[src/rtl/irq_trig_pkg.sv]
package irq_trig_pkg;
  localparam int unsigned REG_W         = 8;
  localparam int unsigned DEF_LINES     = 16;
  localparam int unsigned DEF_ADDR_W    = 16;
  localparam logic [15:0] DEF_BASE_ADDR = 16'h04D0;
  localparam logic [15:0] DEF_FIXED     = 16'h2107; // lines 0,1,2,8,13
endpackage

[src/rtl/irq_sync.sv]
module irq_sync #(
  parameter int unsigned W      = 16,
  parameter int unsigned STAGES = 2
) (
  input  logic         clk_i,
  input  logic         rst_ni,
  input  logic [W-1:0] d_i,
  output logic [W-1:0] q_o
);
  logic [W-1:0] stage_q [STAGES];

  always_ff @(posedge clk_i or negedge rst_ni) begin
    if (!rst_ni) begin
      for (int s = 0; s < STAGES; s++) stage_q[s] <= '0;
    end else begin
      stage_q[0] <= d_i;
      for (int s = 1; s < STAGES; s++) stage_q[s] <= stage_q[s-1];
    end
  end

  assign q_o = stage_q[STAGES-1];
endmodule

[src/rtl/trig_mode_regs.sv]
module trig_mode_regs import irq_trig_pkg::*; #(
  parameter int unsigned         ADDR_W     = DEF_ADDR_W,
  parameter logic [ADDR_W-1:0]   BASE_ADDR  = DEF_BASE_ADDR,
  parameter int unsigned         N_LINES    = DEF_LINES,
  parameter logic [N_LINES-1:0]  FIXED_MASK = DEF_FIXED
) (
  input  logic               clk_i,
  input  logic               rst_ni,
  input  logic [ADDR_W-1:0]  io_addr_i,
  input  logic               io_wr_i,
  input  logic               io_rd_i,
  input  logic [REG_W-1:0]   io_wdata_i,
  output logic [REG_W-1:0]   io_rdata_o,
  output logic [N_LINES-1:0] mode_o,
  output logic [N_LINES-1:0] mode_chg_o
);
  localparam int unsigned N_REGS = N_LINES / REG_W;

  logic [N_LINES-1:0] mode_q, mode_d;
  logic [N_REGS-1:0]  addr_hit;

  for (genvar r = 0; r < N_REGS; r++) begin : g_reg
    assign addr_hit[r] = (io_addr_i == BASE_ADDR + ADDR_W'(r));
    assign mode_d[r*REG_W +: REG_W] =
      (io_wr_i && addr_hit[r]) ? (io_wdata_i & ~FIXED_MASK[r*REG_W +: REG_W])
                               : mode_q[r*REG_W +: REG_W];
  end

  always_ff @(posedge clk_i or negedge rst_ni) begin
    if (!rst_ni) mode_q <= '0;
    else         mode_q <= mode_d;
  end

  always_comb begin
    io_rdata_o = '0;
    for (int r = 0; r < N_REGS; r++)
      if (io_rd_i && addr_hit[r]) io_rdata_o = mode_q[r*REG_W +: REG_W];
  end

  assign mode_o     = mode_q;
  assign mode_chg_o = mode_d ^ mode_q;
endmodule

[src/rtl/irq_line_cond.sv]
module irq_line_cond (
  input  logic clk_i,
  input  logic rst_ni,
  input  logic sync_i,
  input  logic level_mode_i,
  input  logic mode_chg_i,
  input  logic ack_i,
  output logic req_o
);
  logic prev_q, pend_q, rise;

  assign rise = sync_i & ~prev_q & ~level_mode_i;

  always_ff @(posedge clk_i or negedge rst_ni) begin
    if (!rst_ni) begin
      prev_q <= 1'b0;
      pend_q <= 1'b0;
    end else begin
      prev_q <= sync_i;
      if (mode_chg_i)  pend_q <= 1'b0;
      else if (rise)   pend_q <= 1'b1; // new edge beats ack
      else if (ack_i)  pend_q <= 1'b0;
    end
  end

  assign req_o = level_mode_i ? ~sync_i : pend_q;
endmodule

[src/rtl/irq_trig_ctrl.sv]
module irq_trig_ctrl import irq_trig_pkg::*; #(
  parameter int unsigned         ADDR_W     = DEF_ADDR_W,
  parameter logic [ADDR_W-1:0]   BASE_ADDR  = DEF_BASE_ADDR,
  parameter int unsigned         N_LINES    = DEF_LINES,
  parameter logic [N_LINES-1:0]  FIXED_MASK = DEF_FIXED,
  parameter int unsigned         SYNC_STAGES = 2
) (
  input  logic               clk_i,
  input  logic               rst_ni,
  input  logic [ADDR_W-1:0]  io_addr_i,
  input  logic               io_wr_i,
  input  logic               io_rd_i,
  input  logic [REG_W-1:0]   io_wdata_i,
  output logic [REG_W-1:0]   io_rdata_o,
  input  logic [N_LINES-1:0] irq_raw_i,
  input  logic [N_LINES-1:0] irq_ack_i,
  output logic [N_LINES-1:0] irq_req_o
);
  logic [N_LINES-1:0] mode_q, mode_chg, irq_sync;

  trig_mode_regs #(
    .ADDR_W(ADDR_W), .BASE_ADDR(BASE_ADDR),
    .N_LINES(N_LINES), .FIXED_MASK(FIXED_MASK)
  ) u_regs (
    .clk_i, .rst_ni, .io_addr_i, .io_wr_i, .io_rd_i, .io_wdata_i, .io_rdata_o,
    .mode_o(mode_q), .mode_chg_o(mode_chg)
  );

  irq_sync #(.W(N_LINES), .STAGES(SYNC_STAGES)) u_sync (
    .clk_i, .rst_ni, .d_i(irq_raw_i), .q_o(irq_sync)
  );

  for (genvar i = 0; i < N_LINES; i++) begin : g_line
    irq_line_cond u_cond (
      .clk_i, .rst_ni,
      .sync_i(irq_sync[i]), .level_mode_i(mode_q[i]), .mode_chg_i(mode_chg[i]),
      .ack_i(irq_ack_i[i]), .req_o(irq_req_o[i])
    );
  end
endmodule

[config.mk]
export PLATFORM = sky130hd
export DESIGN_NAME = irq_trig_ctrl
export DESIGN_NICKNAME = d
export VERILOG_FILES = /design/src/rtl/irq_trig_pkg.sv /design/src/rtl/irq_sync.sv /design/src/rtl/trig_mode_regs.sv /design/src/rtl/irq_line_cond.sv /design/src/rtl/irq_trig_ctrl.sv
export SDC_FILE = /design/constraint.sdc
export NUM_CORES = 1
export LEC_CHECK = 0
export ABC_AREA = 1
export BUFFER_PORTS_ARGS = -buffer_cell sky130_fd_sc_hd__buf_4
export CAP_MARGIN = 20
export CORE_MARGIN = 10
export CORE_UTILIZATION = 48
export DETAILED_ROUTE_END_ITERATION = 6
export HOLD_SLACK_MARGIN = 0.02
export PLACE_DENSITY = 0.75
export REMOVE_ABC_BUFFERS = 1
export SLEW_MARGIN = 20
export SYNTH_ARGS = -nofsm -noshare
export SYNTH_HDL_FRONTEND = slang
export SYNTH_SLANG_ARGS = --single-unit
[constraint.sdc]
create_clock -name clk_i -period 1.6 [get_ports clk_i]
set_input_delay 0.32 -clock clk_i [delete_from_list [all_inputs] [get_ports clk_i]]
set_output_delay 0.32 -clock clk_i [all_outputs]
set_load 0.005 [all_outputs]
# Word-level counts from Yosys, hierarchy flattened
# Index checks and enable logic that the tools add are counted.
dict set report totals {
  ff_bits 80
  latchBits 0
  mem_bits_rw 0
  rom_bits 0
  input_bits 60
  out_inout_bits 24
  word_cells 206
  mem_count 0
}
dict set report op_classes {
  add_sub_neg 0
  n_mul 0
  div_mod_pow 0
  n_lt_le_gt_ge 0
  n_eq_ne 2
  shifts 0
  muxes 68
  bitwise_logic 81
  n_reduce_logical 20
}
# cell n
set op_table {}
lappend op_table {{2-to-1 mux 1 bit} 64}
lappend op_table {{inverter 1 bit} 48}
lappend op_table {{nonzero test 3 bit} 16}
lappend op_table {{bitwise AND 1 bit} 32}
lappend op_table {{== test 16 x 11 -> 1 bit, second input constant} 2}
lappend op_table {{2-to-1 mux 8 bit} 4}
lappend op_table {{XOR 16 bit} 1}
lappend op_table {{logical AND 1 bit} 4}

# Logic depth before layout (Yosys ltp)
# Gate-level depths: netlist of the first run.
dict set report depth {
  word_depth 5
  mapped_depth 9
  ltp_nobuf 8
}

# Modules after synthesis
# A second synthesis of the first run with hierarchy kept.
dict set report hier_totals {
  cells_unflattened 367
  hier_area_um2 3472.1
}
# module instances cells_each area_per_inst_um2 seq_area_each_um2
set by_module_without_submodules {}
lappend by_module_without_submodules {irq_line_cond 16 10 92.6 50.0}
lappend by_module_without_submodules {trig_mode_regs 1 159 1069.8 400.4}
lappend by_module_without_submodules {irq_sync 1 48 920.9 800.8}

# Worst setup path after synthesis of the first run
# OpenSTA, ideal clock, no wires.
dict set report synth_timing {
  kind {input port to output port}
  start {input port io_addr_i[5]}
  end {output port io_rdata_o[0]}
  arrival_time_ns 1.065
  t_required_ns 1.280
  path_slack_ns 0.215
  stages 7
  n_path_buf 0
  cell_sequence {inv_1 > nand2_1 > nor2_2 > nand2_2 > nor2_4 > nand2_4 > o22ai_1}
}
dict set report synth_between {
  elab_chain_len 4
  elab_cells_between_ends 6
  classes_between {eq/ne (2); mux (2); reduce/logical (2)}
}
# item line_no
set synth_lines {}
lappend synth_lines {{start: declaration} irq_trig_ctrl.sv:10} ;# input logic [ADDR_W-1:0] io_addr_i,
lappend synth_lines {{== test 16 x 11 -> 1 bit} trig_mode_regs.sv:23} ;# assign addr_hit[r] = (io_addr_i == BASE_ADDR + ADDR_W'(r));
lappend synth_lines {{logical AND 1 bit} trig_mode_regs.sv:37} ;# if (io_rd_i && addr_hit[r]) io_rdata_o = mode_q[r*REG_W +: REG_W];
lappend synth_lines {{2-to-1 mux 8 bit} trig_mode_regs.sv:37}
lappend synth_lines {{2-to-1 mux 8 bit *} trig_mode_regs.sv:37}
lappend synth_lines {{end: declaration} irq_trig_ctrl.sv:14} ;# output logic [REG_W-1:0] io_rdata_o,
# Mark *: on every way between the ends. The rest lies on a longest branch, timed or not.

# Worst setup path in the final report of the first run
dict set report layout_timing {
  start {input port io_addr_i[3]}
  end {output port io_rdata_o[1]}
}
# The elaborated chain is that of the path after synthesis.

==> reports/qor_table.md, run 1 <==
| Metric | Value | Unit |
|---|---|---|
| Post-synth EDFFs | 0 | - |
| CTS sink cnt | 80 | - |
| Number of antenna violations at the first check in global routing | 0 | - |
| Drc violations | 0 | - |
| Count of endpoints failing hold in the final timing report | 0 | - |
| Transition time of the tightest slew-check pin | 0.430 | ns |
| Final wirelength | 8200 | um |
| Final critical-path required period | 1.70 | ns |
| Number of synthesized register bits | 80 | - |
| H-tree Lvls | 3 | - |
| Residual antenna-violating net count after detailed routing | 0 | - |
| Last weighted congestion value of the routability-driven placer | 0.785 | - |
| Power Density | 924 | mW/mm^2 |
| Largest net degree at the start of global routing | 33 | - |
| Final worst hold slack | 0.0735 | ns |
| Combinational group share of total power | 0.100 | - |
| Fmax | 0.588 | GHz |
| Max rail drop VDD | 0.000706 | V |
| Post-layout worst setup margin | -0.100 | ns |
| Max transition margin | 0.713 | - |
| Via count of the first global-routing pass | 2686 | - |
| Most frequent standard cell in the layout excluding fill and tap cells | buf_4 | - |
| Kind of start point of the critical path | input port | - |
| Most area-consuming cells after synthesis | dfrtp_1 60%, nand2_1 8.5%, inv_1 6.3% | - |
| First element of the critical path | io_addr_i[3] | - |
| Boundary pin count | 84 | - |
| Count of different cell masters after synthesis | 24 | - |
| Placed cell area | 0.00403 | mm^2 |
| Switching power total | 0.000979 | W |
| Proportion of layout cells with a drive suffix above 1 | 0.400 | - |
| Vertical die dimension | 104 | um |
| Commonest cells after routing, fill and taps aside | 90 x buf_4, 79 x dfrtp_1, 70 x nand2_1, 41 x inv_1, 23 x nor2_1 | - |
| CP max FO | 8 | - |
| Clock power share | 0.386 | - |
| Aggregate global-route resource usage | 0.143 | - |
| Max Transition Viols Final | 0 | - |
| Synth-to-layout area growth | 35.1 | % |
| Int Power | 0.00322 | W |
| I/O Buffers | 82 | - |
| Sequential power share | 0.514 | - |
| Post-Layout Inst Area | 0.00454 | mm^2 |
| Run status | complete, but fails checks | - |
| Top FF cell, synth | dfrtp_1 | - |
| Share of the yosys chip area belonging to registers | 0.595 | - |
| Number of inserted diodes | 0 | - |
| Fraction of registers with async set/reset | 1.00 | - |
| Clock tree from TritonCTS | built | - |
| Final HPWL from detailed placement | 5640 | um |
| Final Net Count | 505 | - |
| Routed length per placed instance | 15.0 | um |
| Final setup violation count | 8 | - |
| Clock latency on the worst-skew pair | 0.34 | ns |
| Post-synth top area share | 0.595 | - |
| Static Leakage | 2.21 | nW |
| TritonCTS Buffers | 9 | - |
| Ys Warns | 0 | - |
| Mapped Avg Cell Area | 9.61 | um^2 |
| Avg Vias per Cell | 4.83 | - |
| Effective utilization at floorplan | 0.495 | - |
| Critical Path RT | 1.28 | ns |
| Yosys top cell by area | dfrtp_1 | - |
| Core Box Area | 0.00679 | mm^2 |
| Residual overflow from global routing | 0 | - |
| Die footprint | 0.0108 | mm^2 |
| Clock tree skew after final layout | 0.00515 | ns |
| First-pass GRT wire length | 12700 | um |
| Number of rows in the core area | 30 | - |
| Mapped Cells | 350 | - |
| Root cell of the clock tree | clkbuf_8 | - |
| Launching point of the worst reg2reg path | u_regs.mode_o[15]$_DFF_PN0_ | - |
| Crit path DAT | 1.38 | ns |
| Switching power share of the total | 0.233 | - |
| Unrepaired setup endpoints after global routing | true | - |
| Number of violations reported at the end of detailed-routing iteration 0 | 130 | - |
| Nature of the critical path endpoint | primary output | - |
| Worst-case clock buffer depth | 2 | - |
| Number of vias after detailed routing | 2636 | - |
| Beginning of the worst hold path | irq_raw_i[5] | - |
| Max Cap Violations | 0 | - |
| Crit Path Class | in2out | - |
| Share of the cycle needed by the critical path after routing | 1.06 | - |
| HP Class | in2reg | - |
| Clock transition at the registers of the reported paths | 0.09 | ns |
| Cell area after synthesis | 0.00336 | mm^2 |
| Violated checks | negative setup slack | - |
| Horizontal die dimension | 104 | um |
| Number of detailed-routing iterations run before antenna repair | 4 | - |
## final cells by class
type / count / area, um^2
inverter: 57 / 219
tap: 96 / 120
fill: 547 / 2250
multi-input combinational: 194 / 1130
timing repair buffer: 103 / 847
clock inverter: 7 / 95.1
sequential: 80 / 2000
clock buffer: 9 / 124
## registers in the layout (all words and copies together), names as in the netlist
name,count
u_sync.q_o,16
g_line.u_cond.pend_q,16
u_sync.stage_q,16
u_regs.mode_o,16
g_line.u_cond.prev_q,16
## power groups by stage
| stage | sequential [W] | clock [W] | combinational (W) |
|---|---|---|---|
| CTS | 0.00216 | 0.00164 | 0.000406 |
| global placement | 0.00219 | 0 | 0.000365 |
| floorplan | 0.00219 | 0 | 0.000120 |
| detailed placement | 0.00220 | 0 | 0.000376 |
| global route | 0.00217 | 0.00174 | 0.000466 |
| finish | 0.00216 | 0.00162 | 0.000419 |
## through the flow
| step | setup slack (ns) | std cells | total power [W] | setup TNS (ns) | util |
|---|---|---|---|---|---|
| finish | -0.100 | 546 | 0.00420 | -0.718 | 0.669 |
| global route | -0.158 | 546 | 0.00437 | -1.17 | 0.669 |
| CTS | -0.115 | 541 | 0.00421 | -0.778 | 0.651 |
| detailed placement | -0.165 | 515 | 0.00258 | -1.10 | 0.593 |
| global placement | -0.141 | 515 | 0.00256 | -0.852 | 0.593 |
| floorplan | 0.215 | 329 | 0.00231 | 0 | - |
## routing by layer
metal,wire length (um),share of wire,track usage
met1,3320,0.41,0.170
met2,4330,0.53,0.243
met3,460,0.056,0.0335
met4,88,0.011,0.0606
met5,0,0,0
## timing repair
action / CTS / global route
buffers inserted: 9 / 4
endpoints found under the setup margin: 8 / 37
gates resized for setup: 29 / 28
cloned: 0 / 2
pin swaps: 12 / 19
endpoints found under the hold margin: 30 / 0
hold buffers: 1 / 0
## path summary, 6_finish.rpt
path                            slack [ns]  depth (start not counted)                                   end
max in group asynchronous             0.66                          3              u_sync.q_o[10]$_DFF_PN0_
worst min-delay path                  0.07                          1          u_sync.stage_q[21]$_DFF_PN0_
worst max register to register        0.55                          5  g_line[15].u_cond.pend_q$_DFFE_PN0P_
worst max-delay path                 -0.10                          9                         io_rdata_o[1]
min in group asynchronous             0.46                          2               u_sync.q_o[3]$_DFF_PN0_
worst min register to register        0.35                          0               u_sync.q_o[4]$_DFF_PN0_
## synth_stat cells, types with 2 or more instances
| master | n |
|---|---|
| nor2_4 | 2 |
| buf_6 | 3 |
| nor2_2 | 2 |
| buf_4 | 17 |
| o21ai_2 | 5 |
| nor3_2 | 8 |
| nor2_1 | 27 |
| dfrtp_1 | 80 |
| o21ai_1 | 5 |
| nor3_1 | 3 |
| o21ai_0 | 16 |
| o22ai_1 | 19 |
| nand3b_1 | 4 |
| nand4_1 | 12 |
| nand2_1 | 76 |
| nand2_2 | 3 |
| inv_1 | 56 |
| a21oi_1 | 6 |
## critical path, cell delays in order
cell,delay [ns]
buf_4,0.12
inv_2,0.04
nand2_1,0.06
nor2_2,0.11
nand2_2,0.08
nor2_4,0.19
nand2_4,0.14
o22ai_2,0.18
buf_4,0.14
## cell families (layout without fill, tap and decap cells)
family / Yosys count / count (layout) / synth area share
AND/OR/NAND/NOR: 141 / 143 / 0.203
flip-flops: 80 / 80 / 0.595
buffers and inverters: 78 / 176 / 0.113
AO/OA/AOI/OAI: 51 / 51 / 0.0885
Note: power is estimated with default switching activity, not from simulation.
==> inputs of run 2 (changes only) <==
--- a/config.mk
+++ b/config.mk
@@ -8,7 +8,7 @@
 export ABC_AREA = 1
 export BUFFER_PORTS_ARGS = -buffer_cell sky130_fd_sc_hd__buf_4
 export CAP_MARGIN = 20
-export CORE_MARGIN = 10
+export CORE_MARGIN = 2
 export CORE_UTILIZATION = 48
 export DETAILED_ROUTE_END_ITERATION = 6
 export HOLD_SLACK_MARGIN = 0.02
==> run 2 against run 1 <==
The flow still finishes with violations (negative setup slack). Hold slack lost 0.0084 ns. Global-route usage rose by 4.7 points. Clock skew grew 0.0065 ns. Final cell count shrank 1.1%. Combinational power is 4% lower. Critical path depth did not move. First-iteration DRC count fell by 6.9%. Sequential power hardly changed. Count of clock-buffer cells in the layout is 2 higher. Flip-flop and latch count unchanged. Largest cell class unchanged.
==> reports/qor_table.md, run 2 (synthesis gave the netlist of run 1 again) <==
| Metric | Value | Unit | Delta |
|---|---|---|---|
| Number of antenna violations at the first check in global routing | 0 | - | unchanged |
| Sequential cell area in the final layout | 0.00200 | mm^2 | about the same |
| Launching point of the worst reg2reg path | u_regs.mode_o[10]$_DFF_PN0_ | - | was u_regs.mode_o[15]$_DFF_PN0_ |
| Die footprint | 0.00769 | mm^2 | was 0.0108 mm^2 |
| Horizontal die dimension | 87.7 | um | was 104 um |
| Area of the multi-input gates | 0.00111 | mm^2 | was 0.00113 mm^2 |
| Via count of the first global-routing pass | 2472 | - | was 2686 |
| H-tree Lvls | 3 | - | unchanged |
| TritonCTS Buffers | 9 | - | unchanged |
| Fmax | 0.585 | GHz | was 0.588 GHz |
| Max Cap Violations | 0 | - | unchanged |
| Final wirelength | 7190 | um | was 8200 um |
| Residual overflow from global routing | 0 | - | unchanged |
| Final critical-path required period | 1.71 | ns | was 1.70 ns |
| Synth-to-layout area growth | 33.5 | % | was 35.1% |
| Clock transition at the registers of the reported paths | 0.08 | ns | was 0.09 ns |
| Max transition margin | 0.746 | - | was 0.713 |
| HP Class | in2reg | - | unchanged |
| Power Density | 871 | mW/mm^2 | was 924 mW/mm^2 |
| Max rail drop VDD | 0.000651 | V | was 0.000706 V |
| Final Net Count | 499 | - | was 505 |
| Number of rows in the core area | 30 | - | unchanged |
| Crit Path Class | in2out | - | unchanged |
| Nature of the critical path endpoint | primary output | - | unchanged |
| Number of vias after detailed routing | 2579 | - | was 2636 |
| Delay of the slowest critical-path stage | 0.22 | ns | was 0.19 ns |
| First-pass GRT wire length | 11100 | um | was 12700 um |
| Transition time of the tightest slew-check pin | 0.381 | ns | was 0.430 ns |
| Crit path DAT | 1.39 | ns | was 1.38 ns |
| End-of-flow core utilization | 0.661 | - | was 0.669 |
| Number of violations reported at the end of detailed-routing iteration 0 | 121 | - | was 130 |
| Depth of the worst register-to-register path | 5 | - | unchanged |
| I/O Buffers | 82 | - | unchanged |
| Final HPWL from detailed placement | 4820 | um | was 5640 um |
| Sequence of cells on the critical path | buf_6 -> inv_2 -> nand2_2 -> nor2_2 -> nand2_2 -> nor2_4 -> nand2_4 -> o22ai_4 -> buf_6 | - | was buf_4 -> inv_2 -> nand2_1 -> nor2_2 -> nand2_2 -> nor2_4 -> nand2_4 -> o22ai_2 -> buf_4 |
| First element of the critical path | io_addr_i[15] | - | was io_addr_i[3] |
| Core Box Area | 0.00679 | mm^2 | unchanged |
| Beginning of the worst hold path | irq_raw_i[6] | - | was irq_raw_i[5] |
| Worst-case clock buffer depth | 2 | - | unchanged |
| Residual antenna-violating net count after detailed routing | 0 | - | unchanged |
| Clock tree from TritonCTS | built | - | unchanged |
| Avg Vias per Cell | 4.78 | - | was 4.83 |
| Boundary pin count | 84 | - | unchanged |
| Post-layout worst setup margin | -0.111 | ns | was -0.100 ns |
| Static Leakage | 2.18 | nW | was 2.21 nW |
| Number of detailed-routing iterations run before antenna repair | 4 | - | unchanged |
| Largest net degree at the start of global routing | 35 | - | was 33 |
| Number of cells traversed by the worst hold path | 1 | - | unchanged |
| Number of inserted diodes | 0 | - | unchanged |
| Post-Layout Inst Area | 0.00449 | mm^2 | was 0.00454 mm^2 |
| Share of the cycle needed by the critical path after routing | 1.07 | - | was 1.06 |
| Most frequent standard cell in the layout excluding fill and tap cells | buf_4 | - | unchanged |
| CP max FO | 8 | - | unchanged |
| Violated checks | negative setup slack | - | unchanged |
| Placed cell area | 0.00400 | mm^2 | was 0.00403 mm^2 |
| Drc violations | 0 | - | unchanged |
| Aggregate global-route resource usage | 0.191 | - | was 0.143 |
| Clock latency on the worst-skew pair | 0.36 | ns | was 0.34 ns |
| Vertical die dimension | 87.7 | um | was 104 um |
| Proportion of layout cells with a drive suffix above 1 | 0.399 | - | was 0.400 |
| Max Transition Viols Final | 0 | - | unchanged |
| Count of endpoints failing hold in the final timing report | 0 | - | unchanged |
| Max stage delay cell, worst path | o22ai_4 | - | was nor2_4 |
| Root cell of the clock tree | clkbuf_8 | - | unchanged |
| Critical Path RT | 1.28 | ns | about the same |
| Last weighted congestion value of the routability-driven placer | 0.774 | - | was 0.785 |
| Layout filler cell count | 526 | - | was 547 |
| Run status | complete, but fails checks | - | unchanged |
| Total Neg Setup Slack | -0.608 | ns | was -0.718 ns |
| Kind of start point of the critical path | input port | - | unchanged |
| Final worst hold slack | 0.0651 | ns | was 0.0735 ns |
| Commonest cells after routing, fill and taps aside | 81 x buf_4, 78 x dfrtp_1, 72 x nand2_1, 38 x inv_1, 21 x nor2_1 | - | was 90 x buf_4, 79 x dfrtp_1, 70 x nand2_1, 41 x inv_1, 23 x nor2_1 |
| Clock tree skew after final layout | 0.0117 | ns | was 0.00515 ns |
| Final setup violation count | 8 | - | unchanged |
| Effective utilization at floorplan | 0.495 | - | unchanged |
| Unrepaired setup endpoints after global routing | true | - | unchanged |
| CTS sink cnt | 80 | - | unchanged |
| Routed length per placed instance | 13.3 | um | was 15.0 um |
==> run 2: cell count changes in the layout (fill, tap and decap cells not counted), moves of 3 or more <==
cell	delta
buf_4	-9
inv_2	+4
buf_6	+3
inv_1	-3
==> run 2: worst paths after layout <==
path / end / slack (ns)
max in group asynchronous: g_line[9].u_cond.prev_q$_DFF_PN0_ / 0.59
setup reg to reg: g_line[10].u_cond.pend_q$_DFFE_PN0P_ / 0.62
min in group asynchronous: u_sync.stage_q[20]$_DFF_PN0_ / 0.42
setup / recovery: io_rdata_o[6] / -0.11
hold / removal: u_sync.stage_q[22]$_DFF_PN0_ / 0.07
hold reg to reg: u_sync.q_o[10]$_DFF_PN0_ / 0.35
==> run 2: final cells by class <==
class | count | share of cell area
Clock buffer | 11 | 0.0315
Tap cell | 96 | 0.0267
Sequential cell | 80 | 0.446
Timing Repair Buffer | 99 | 0.191
Inverter | 57 | 0.0482
Clock inverter | 5 | 0.00892
Multi-Input combinational cell | 192 | 0.247
==> run 2: critical path, delay by kind of cell <==
family                 cells  cell delay [ns]
and+or+nand+nor            5             0.60
buffers and inverters      3             0.25
AOI/OAI and AO/OA          1             0.22
==> run 2: power breakdown <==
| group | switching [W] | leakage [nW] | total [W] | internal (W) |
|---|---|---|---|---|
| sequential | 0.0000413 | 0.970 | 0.00216 | 0.00212 |
| combinational | 0.000182 | 1.12 | 0.000401 | 0.000219 |
| clock | 0.000736 | 0.0939 | 0.00135 | 0.000617 |
| total | 0.000960 | 2.18 | 0.00391 | 0.00295 |
==> run 2: per-layer routing <==
layer  wire length, um  track usage  vias to the layer above
met4                93       0.0629                        0
met1              2940        0.237                     1225
met2              3830        0.325                       62
met3               326       0.0509                       11
met5                 0            0                        -
li1                  -            -                     1281
==> run 2: through the flow <==
| step | instances | worst slack (ns) | power [W] |
|---|---|---|---|
| final | 540 | -0.111 | 0.00391 |
| after global routing | 540 | -0.176 | 0.00411 |
| after CTS | 539 | -0.0738 | 0.00394 |
| after detailed placement | 513 | -0.160 | 0.00256 |
| after global placement | 513 | -0.128 | 0.00255 |
| after floorplan | 329 | 0.215 | 0.00231 |
==> run 2: timing repair <==
action	CTS	global route
cloned	0	2
hold endpoints to repair	28	0
setup buffers	9	1
hold buffers	1	0
pin swaps	5	12
resized for setup	31	34
endpoints found under the setup margin	8	32
